`src/rtl/canIrqPkg.sv`:
```
package canIrqPkg;
  localparam int CAN_DATA_W = 8;
  localparam int CAN_NUM_TX = 3;

  typedef struct packed {
    logic                  initHold;
    logic                  wrTxFlag;
    logic                  wrTxEn;
    logic                  wrRxFlag;
    logic                  wrRxEn;
    logic                  rdTxFlag;
    logic                  rdTxEn;
    logic                  rdRxFlag;
    logic                  rdRxEn;
    logic [CAN_NUM_TX-1:0] wrBits;
  } bankStrobeT;
endpackage

```
`src/rtl/canIrqCtrl.sv`:
```
module canIrqCtrl
  import canIrqPkg::*;
#(
  parameter int ADDR_W       = 3,
  parameter int DATA_W       = CAN_DATA_W,
  parameter int NUM_TX       = CAN_NUM_TX,
  parameter int RX_FLAG_OFS  = 4,
  parameter int RX_EN_OFS    = 5,
  parameter int TX_FLAG_OFS  = 6,
  parameter int TX_EN_OFS    = 7
) (
  input  logic              rdEn,
  input  logic              wrEn,
  input  logic [ADDR_W-1:0] addr,
  input  logic [DATA_W-1:0] wrData,
  input  logic              initReq,
  input  logic              initAck,
  output bankStrobeT        strb
);
  localparam logic [ADDR_W-1:0] A_RXF = ADDR_W'(RX_FLAG_OFS);
  localparam logic [ADDR_W-1:0] A_RXE = ADDR_W'(RX_EN_OFS);
  localparam logic [ADDR_W-1:0] A_TXF = ADDR_W'(TX_FLAG_OFS);
  localparam logic [ADDR_W-1:0] A_TXE = ADDR_W'(TX_EN_OFS);

  logic flagWriteOk;
  logic unusedWrBits;

  assign flagWriteOk  = !initReq && !initAck;
  assign unusedWrBits = ^wrData[DATA_W-1:NUM_TX];

  always_comb begin
    strb          = '0;
    strb.initHold = initReq && initAck;
    strb.wrTxFlag = wrEn && (addr == A_TXF) && flagWriteOk;
    strb.wrTxEn   = wrEn && (addr == A_TXE);
    strb.wrRxFlag = wrEn && (addr == A_RXF);
    strb.wrRxEn   = wrEn && (addr == A_RXE);
    strb.rdTxFlag = rdEn && (addr == A_TXF);
    strb.rdTxEn   = rdEn && (addr == A_TXE);
    strb.rdRxFlag = rdEn && (addr == A_RXF);
    strb.rdRxEn   = rdEn && (addr == A_RXE);
    strb.wrBits   = wrData[NUM_TX-1:0];
  end
endmodule

```
`src/rtl/canIrqDatapath.sv`:
```
module canIrqDatapath
  import canIrqPkg::*;
#(
  parameter int DATA_W = CAN_DATA_W,
  parameter int NUM_TX = CAN_NUM_TX
) (
  input  logic              clk,
  input  logic              rstN,
  input  bankStrobeT        strb,
  input  logic [NUM_TX-1:0] txRelease,
  input  logic [NUM_TX-1:0] txLoad,
  input  logic              rxOverrun,
  input  logic              rxFull,
  output logic [DATA_W-1:0] rdData,
  output logic              txIrq,
  output logic              errIrq,
  output logic              rxIrq
);
  localparam int RX_BITS = 2;
  localparam int OVR_BIT = 1;
  localparam int RXF_BIT = 0;

  logic [NUM_TX-1:0]  txFlags;
  logic [NUM_TX-1:0]  txEn;
  logic [RX_BITS-1:0] rxFlags;
  logic [RX_BITS-1:0] rxEn;
  logic [RX_BITS-1:0] rxSet;

  assign rxSet = {rxOverrun, rxFull};

  for (genvar i = 0; i < NUM_TX; i++) begin : gTxFlag
    always_ff @(posedge clk or negedge rstN) begin
      if (!rstN) begin
        txFlags[i] <= 1'b1;
      end else if (strb.initHold || txRelease[i]) begin
        txFlags[i] <= 1'b1;
      end else if (txLoad[i] || (strb.wrTxFlag && strb.wrBits[i])) begin
        txFlags[i] <= 1'b0;
      end
    end

    AST_RELEASE_SETS: assert property (@(posedge clk) disable iff (!rstN)
      txRelease[i] |=> txFlags[i]);
  end

  for (genvar j = 0; j < RX_BITS; j++) begin : gRxFlag
    always_ff @(posedge clk or negedge rstN) begin
      if (!rstN) begin
        rxFlags[j] <= 1'b0;
      end else if (rxSet[j]) begin
        rxFlags[j] <= 1'b1;
      end else if (strb.wrRxFlag && strb.wrBits[j]) begin
        rxFlags[j] <= 1'b0;
      end
    end

    AST_RX_STICKY: assert property (@(posedge clk) disable iff (!rstN)
      (rxFlags[j] && !strb.wrRxFlag) |=> rxFlags[j]);
  end

  always_ff @(posedge clk or negedge rstN) begin
    if (!rstN) begin
      txEn <= '0;
      rxEn <= '0;
    end else begin
      if (strb.wrTxEn) txEn <= strb.wrBits[NUM_TX-1:0];
      if (strb.wrRxEn) rxEn <= strb.wrBits[RX_BITS-1:0];
    end
  end

  always_ff @(posedge clk or negedge rstN) begin
    if (!rstN) begin
      txIrq  <= 1'b0;
      errIrq <= 1'b0;
      rxIrq  <= 1'b0;
    end else begin
      txIrq  <= |(txFlags & txEn);
      errIrq <= rxFlags[OVR_BIT] && rxEn[OVR_BIT];
      rxIrq  <= rxFlags[RXF_BIT] && rxEn[RXF_BIT];
    end
  end

  always_comb begin
    rdData = '0;
    if (strb.rdTxFlag) rdData = {{(DATA_W-NUM_TX){1'b0}}, txFlags};
    if (strb.rdTxEn)   rdData = {{(DATA_W-NUM_TX){1'b0}}, txEn};
    if (strb.rdRxFlag) rdData = {{(DATA_W-RX_BITS){1'b0}}, rxFlags};
    if (strb.rdRxEn)   rdData = {{(DATA_W-RX_BITS){1'b0}}, rxEn};
  end

  AST_INIT_HOLD: assert property (@(posedge clk) disable iff (!rstN)
    strb.initHold |=> (txFlags == '1));
  AST_TX_IRQ_RISE: assert property (@(posedge clk) disable iff (!rstN)
    (|(txFlags & txEn)) |=> txIrq);
  AST_TX_IRQ_FALL: assert property (@(posedge clk) disable iff (!rstN)
    !(|(txFlags & txEn)) |=> !txIrq);
  AST_ERR_IRQ: assert property (@(posedge clk) disable iff (!rstN)
    (rxFlags[OVR_BIT] && rxEn[OVR_BIT]) |=> errIrq);
  AST_READ_UPPER_ZERO: assert property (@(posedge clk) disable iff (!rstN)
    strb.rdTxFlag |-> (rdData[DATA_W-1:NUM_TX] == '0));
endmodule

```
`src/rtl/canIrqFlagBank.sv`:
```
module canIrqFlagBank
  import canIrqPkg::*;
#(
  parameter int ADDR_W = 3,
  parameter int DATA_W = CAN_DATA_W,
  parameter int NUM_TX = CAN_NUM_TX
) (
  input  logic              clk,
  input  logic              rstN,
  input  logic [ADDR_W-1:0] addr,
  input  logic              wrEn,
  input  logic              rdEn,
  input  logic [DATA_W-1:0] wrData,
  output logic [DATA_W-1:0] rdData,
  input  logic              initReq,
  input  logic              initAck,
  input  logic [NUM_TX-1:0] txRelease,
  input  logic [NUM_TX-1:0] txLoad,
  input  logic              rxOverrun,
  input  logic              rxFull,
  output logic              txIrq,
  output logic              errIrq,
  output logic              rxIrq
);
  bankStrobeT strb;

  canIrqCtrl #(
    .ADDR_W(ADDR_W),
    .DATA_W(DATA_W),
    .NUM_TX(NUM_TX)
  ) uCtrl (
    .rdEn   (rdEn),
    .wrEn   (wrEn),
    .addr   (addr),
    .wrData (wrData),
    .initReq(initReq),
    .initAck(initAck),
    .strb   (strb)
  );

  canIrqDatapath #(
    .DATA_W(DATA_W),
    .NUM_TX(NUM_TX)
  ) uData (
    .clk      (clk),
    .rstN     (rstN),
    .strb     (strb),
    .txRelease(txRelease),
    .txLoad   (txLoad),
    .rxOverrun(rxOverrun),
    .rxFull   (rxFull),
    .rdData   (rdData),
    .txIrq    (txIrq),
    .errIrq   (errIrq),
    .rxIrq    (rxIrq)
  );
endmodule

```
`config.mk`:
```
export PLATFORM = sky130hd
export DESIGN_NAME = canIrqFlagBank
export DESIGN_NICKNAME = d
export VERILOG_FILES = /design/src/rtl/canIrqPkg.sv /design/src/rtl/canIrqCtrl.sv /design/src/rtl/canIrqDatapath.sv /design/src/rtl/canIrqFlagBank.sv
export SDC_FILE = /design/constraint.sdc
export NUM_CORES = 1
export LEC_CHECK = 0
export BUFFER_PORTS_ARGS = -buffer_cell sky130_fd_sc_hd__buf_4
export CAP_MARGIN = 0
export CELL_PAD_IN_SITES_DETAIL_PLACEMENT = 1
export CELL_PAD_IN_SITES_GLOBAL_PLACEMENT = 2
export CORE_ASPECT_RATIO = 2
export CORE_MARGIN = 10
export CORE_UTILIZATION = 23
export DETAILED_ROUTE_END_ITERATION = 8
export GPL_TIMING_DRIVEN = 0
export HOLD_SLACK_MARGIN = 0.03
export PLACE_DENSITY = 0.74
export SLEW_MARGIN = 20
export SYNTH_ARGS = -nofsm -noshare
export SYNTH_HDL_FRONTEND = slang
export SYNTH_SLANG_ARGS = --single-unit
```
`constraint.sdc`:
```
create_clock -name clk -period 1.2 [get_ports clk]
set_input_delay 0.24 -clock clk [delete_from_list [all_inputs] [get_ports clk]]
set_output_delay 0.24 -clock clk [all_outputs]
set_load 0.02 [all_outputs]
```
Word level (Yosys, flattened, before mapping):

Cells that the tools add are included.

* bitwise logic cells: 1
* equality and inequality tests: 4
* reductions and logical operators: 32
* muxes and demuxes: 14

Operator list (number)
* $logic_and 1x1->1: 18
* $eq 3x3->1 const B: 4
* $mux 3: 4
* $mux 1: 10
* $reduce_bool 2->1: 5
* $logic_or 1x1->1: 6
* $and 3x3->3: 1
* $reduce_or 3->1: 1
* $logic_not 1->1: 2

* register bits after elaboration: 13
* output and inout port bits: 11
* bits of input ports: 25

Logic depth before layout (Yosys ltp):

* word-level depth: 7
* mapped depth: 4
* depth with buffers taken out: 3

Cells and area by module:

Synthesis repeated with hierarchy kept, for this count alone.

* cells, all modules: 72
* area, all modules: 726.9 sq um

By module, submodules not included
* canIrqDatapath: sequential area each 329.1 sq um, times used 1, cells an instance 55, area an instance 623.1 sq um
* canIrqCtrl: sequential area each 0.0 sq um, times used 1, cells an instance 17, area an instance 103.8 sq um

Worst setup path after synthesis:

No wires, ideal clock.

* path type: input port to output port
* from: input addr[0]
* to: output rdData[0]
* path buffers: 1
* path slack: -107 ps
* stages on the path: 3
* arrival time: 1067 ps
* required time: 960 ps
* cells stage by stage: buf_6 > mux4_2 > and3_1

* cells in the longest elaborated chain, start to end: 6
* elaborated cells on any way between the ends: 12
* those cells by class: eq/ne: 4; mux: 4; reduce/logical: 4

Ends and longest elaborated chain
* start: declaration: RTL line canIrqFlagBank.sv:10 `input logic [ADDR_W-1:0] addr,`
* $eq 3x3->1: RTL line canIrqCtrl.sv:38 `strb.rdTxFlag = rdEn && (addr == A_TXF);`
* $logic_and 1x1->1: RTL line canIrqCtrl.sv:38
* $mux 3: RTL line canIrqDatapath.sv:85 `if (strb.rdTxFlag) rdData = {{(DATA_W-NUM_TX){1'b0}}, txFlags};`
* $mux 3: RTL line canIrqDatapath.sv:86 `if (strb.rdTxEn) rdData = {{(DATA_W-NUM_TX){1'b0}}, txEn};`
* $mux 3: RTL line canIrqDatapath.sv:87 `if (strb.rdRxFlag) rdData = {{(DATA_W-RX_BITS){1'b0}}, rxFlags};`
* $mux 3 *: RTL line canIrqDatapath.sv:88 `if (strb.rdRxEn) rdData = {{(DATA_W-RX_BITS){1'b0}}, rxEn};`
* end: declaration: RTL line canIrqFlagBank.sv:14 `output logic [DATA_W-1:0] rdData,`

Every way passes the cells marked *; elsewhere a longest branch is shown, timed or not.

Worst setup path after layout:

* from: register uData.rxFlags[1]
* to: output rdData[1]

* cells in the longest elaborated chain, start to end: 2

Ends and longest elaborated chain
* start: declaration: RTL line canIrqDatapath.sv:25 `logic [RX_BITS-1:0] rxFlags;`
* start signal: indexed assignment: RTL line canIrqDatapath.sv:49 `rxFlags[j] <= 1'b0;`
* start signal: indexed assignment: RTL line canIrqDatapath.sv:51 `rxFlags[j] <= 1'b1;`
* start signal: indexed assignment: RTL line canIrqDatapath.sv:53 `rxFlags[j] <= 1'b0;`
* $mux 3: RTL line canIrqDatapath.sv:87
* $mux 3: RTL line canIrqDatapath.sv:88

No other way between the ends.

==> flow_summary.json <==
{
  "worst_slack_ns": -0.4287,
  "vias": 556,
  "drc": 0,
  "synth_top_area_share_pct": 36.76,
  "cp_max_fo": 3,
  "async_flop_share_pct": 100.0,
  "synthAdderAreaFrac_pct": 0,
  "cts_tree": "done",
  "power_density_nw_per_um2": 1263,
  "stdcell_count": 121,
  "holdWs_ns": 0.1737,
  "h-tree-depth": 1,
  "cts_buffers": 3,
  "fin_setup_tns_ns": -0.9586,
  "grt_pass1_vias": 654,
  "hold_violations": 0,
  "fin_area_sq_um": 1018,
  "ant_nets": 0,
  "status": "finished, violations left",
  "place_area_sq_um": 925.9,
  "drv_cap": 0,
  "switching_share_pct": 26.45,
  "min_path_type": "input pin to flop",
  "pwr-share-comb_pct": 27.1,
  "p_leak_nw": 0.4690,
  "p_seq_share_pct": 42.7,
  "die_width_microns": 58.47,
  "place_ws_ns": -0.2121,
  "synth-simple-area-share_pct": 17.28,
  "routed_wl_microns": 1911,
  "rsz0062_at_grt": "true",
  "firstDrtPassIters": 5,
  "yosysMostFrequentCell": "dfrtp_1",
  "netlist_area_sq_um": 680.7,
  "rows": 27,
  "crit_type": "flop to output pin",
  "clock_path_buffers": 2,
  "gp_congestion": 0.7464,
  "port_buffers": 24,
  "synth_top_area_cell": "dfrtp_1",
  "cp-start-kind": "flop",
  "skew_ns": 0.006187,
  "total_power_mw": 1.287,
  "utilization_pct": 36.32,
  "synth_compound_area_share_pct": 8.088,
  "synth.area.top_cells": "dfrtp_1, dfstp_2, mux2_2",
  "layout-area-overhead-vs-synth_pct": 49.63,
  "ys_types": 22,
  "pin_count": 36,
  "antenna_found_initial": 0,
  "yosysWarnings": 0,
  "grt_overflow": 0,
  "wl_per_cell_microns": 15.79,
  "yosysSeqAreaShare_pct": 48.35,
  "vdd_drop_max_uv": 490.1,
  "setup-violations-final": 3,
  "core_sq_um": 2804,
  "dpl.cell_count": 112,
  "place_hpwl_microns": 1618,
  "clkPwrFrac_pct": 30.2,
  "synth_edf_count": 0,
  "p_switching_mw": 0.3403,
  "cts.sinks": 13,
  "synth_xor_area_share_pct": 0,
  "synth_common_cells": "dfrtp_1, buf_4, mux2_2",
  "required_ns": 0.96,
  "die_height_microns": 96.93,
  "syn_avg_cell_area_sq_um": 12.38,
  "clk_transition_reported_paths_ns": 0.06,
  "grt_start_max_net_pins": 14,
  "finalCritPeriodShare_pct": 135.7,
  "crit_arrival_ns": 1.39,
  "antennaDiodeCount": 0,
  "grt_use_total_pct": 7.128,
  "drive_gt1_share_pct": 55.43,
  "vias_per_cell": 4.595,
  "grt_pass1_wl_microns": 3105,
  "cts-root-buf": "clkbuf_8",
  "fin_nets": 118,
  "initial_core_util_pct": 24.27,
  "min_period_ns": 1.629,
  "synth_top_family_by_area": "simple AND/OR/NAND/NOR gates",
  "synthCells": 55,
  "drt_first_iter_violations": 14,
  "yosys-mux-area-fraction_pct": 16.36,
  "cp-end-kind": "output pin",
  "insertion_delay_ns": 0.24,
  "drv_slew": 0,
  "clock.fmax_mhz": 614.0,
  "dieArea_sq_um": 5667,
  "internal_power_mw": 0.9463,
  "violations": "setup timing",
  "yosys_register_bits": 13,
  "ys.flop_type": "dfrtp_1"
}
-- worst paths after layout --
path	cells after the start	to	start	slack (ns)
setup / recovery	3	rdData[1]	uData.rxFlags[1]	-0.43
max in group asynchronous	2	uData.txFlags[0]	rstN	0.58
setup reg to reg	3	uData.txIrq	uData.txEn[0]	0.18
hold reg to reg	1	uData.errIrq	uData.rxEn[1]	0.51
hold / removal	2	uData.rxFlags[1]	rxOverrun	0.17
min in group asynchronous	2	uData.rxFlags[1]	rstN	0.38
-- sequential cells by signal, summed over array words and instances, names as in the netlist --
name	count
uData.rxIrq	1
uData.errIrq	1
uData.rxFlags	2
uData.txIrq	1
uData.txEn	3
uData.rxEn	2
uData.txFlags	3
-- placed cells by master (no fill, tap or decap), drive strengths merged --
cell and n:
and4bb 1, nand3 4, dfstp 3, a311o 3, mux4 2, and2 3, a21o 2, nand4 1
conb 5, mux2 5, clkbuf 4, nor2 1, buf 34, and3b 1, dlygate4sd3 1, and3 2
inv 4, nand4b 1, nor3b 1, mux2i 1, dfrtp 10, nand2 2, a222oi 1
-- cell families after synthesis --
logic type / Yosys count
AOI/OAI and AO/OA: 6
and+or+nand+nor: 17
other: 1
DFF: 13
buffers and inverters: 10
muxes: 8
-- power groups by stage --
stage          clock, mW  sequential (mW)  combinational (mW)
4_1_cts            0.397            0.550               0.355
6_report           0.389            0.550               0.348
5_1_grt            0.426            0.557               0.377
3_3_place_gp           0            0.558               0.312
3_5_place_dp           0            0.562               0.318
2_1_floorplan          0            0.580               0.149
-- layer usage --
metal | up-vias | wire length, microns | global-route usage, %
li1 | 264 | - | -
met1 | 277 | 590 | 5.819
met2 | 13 | 1215 | 13.68
met3 | 2 | 85 | 2.222
met4 | 0 | 21 | 3.804
met5 | - | 0 | 0
-- critical path: stages (launching register included) --
cell and delay [ns]:
dfrtp_1 0.39, mux4_2 0.46, and3_4 0.16, buf_6 0.12
-- cell type report --
class / count / area (sq um)
Timing Repair Buffer: 29 / 227.7
Multi-Input combinational cell: 36 / 312.8
Inverter: 4 / 15.01
Tap cell: 29 / 36.28
Fill cell: 328 / 1785
Sequential cell: 13 / 329.1
Buffer: 6 / 52.55
Clock buffer: 4 / 45.04
-- timing repair --
action,in CTS,in global routing
gates resized for setup,2,0
pin swaps,1,0
endpoints found under the hold margin,10,0
endpoints found under the setup margin,3,3
setup buffers,4,0
hold buffers,1,0
No activity file was read; power rests on OpenSTA's default activity.
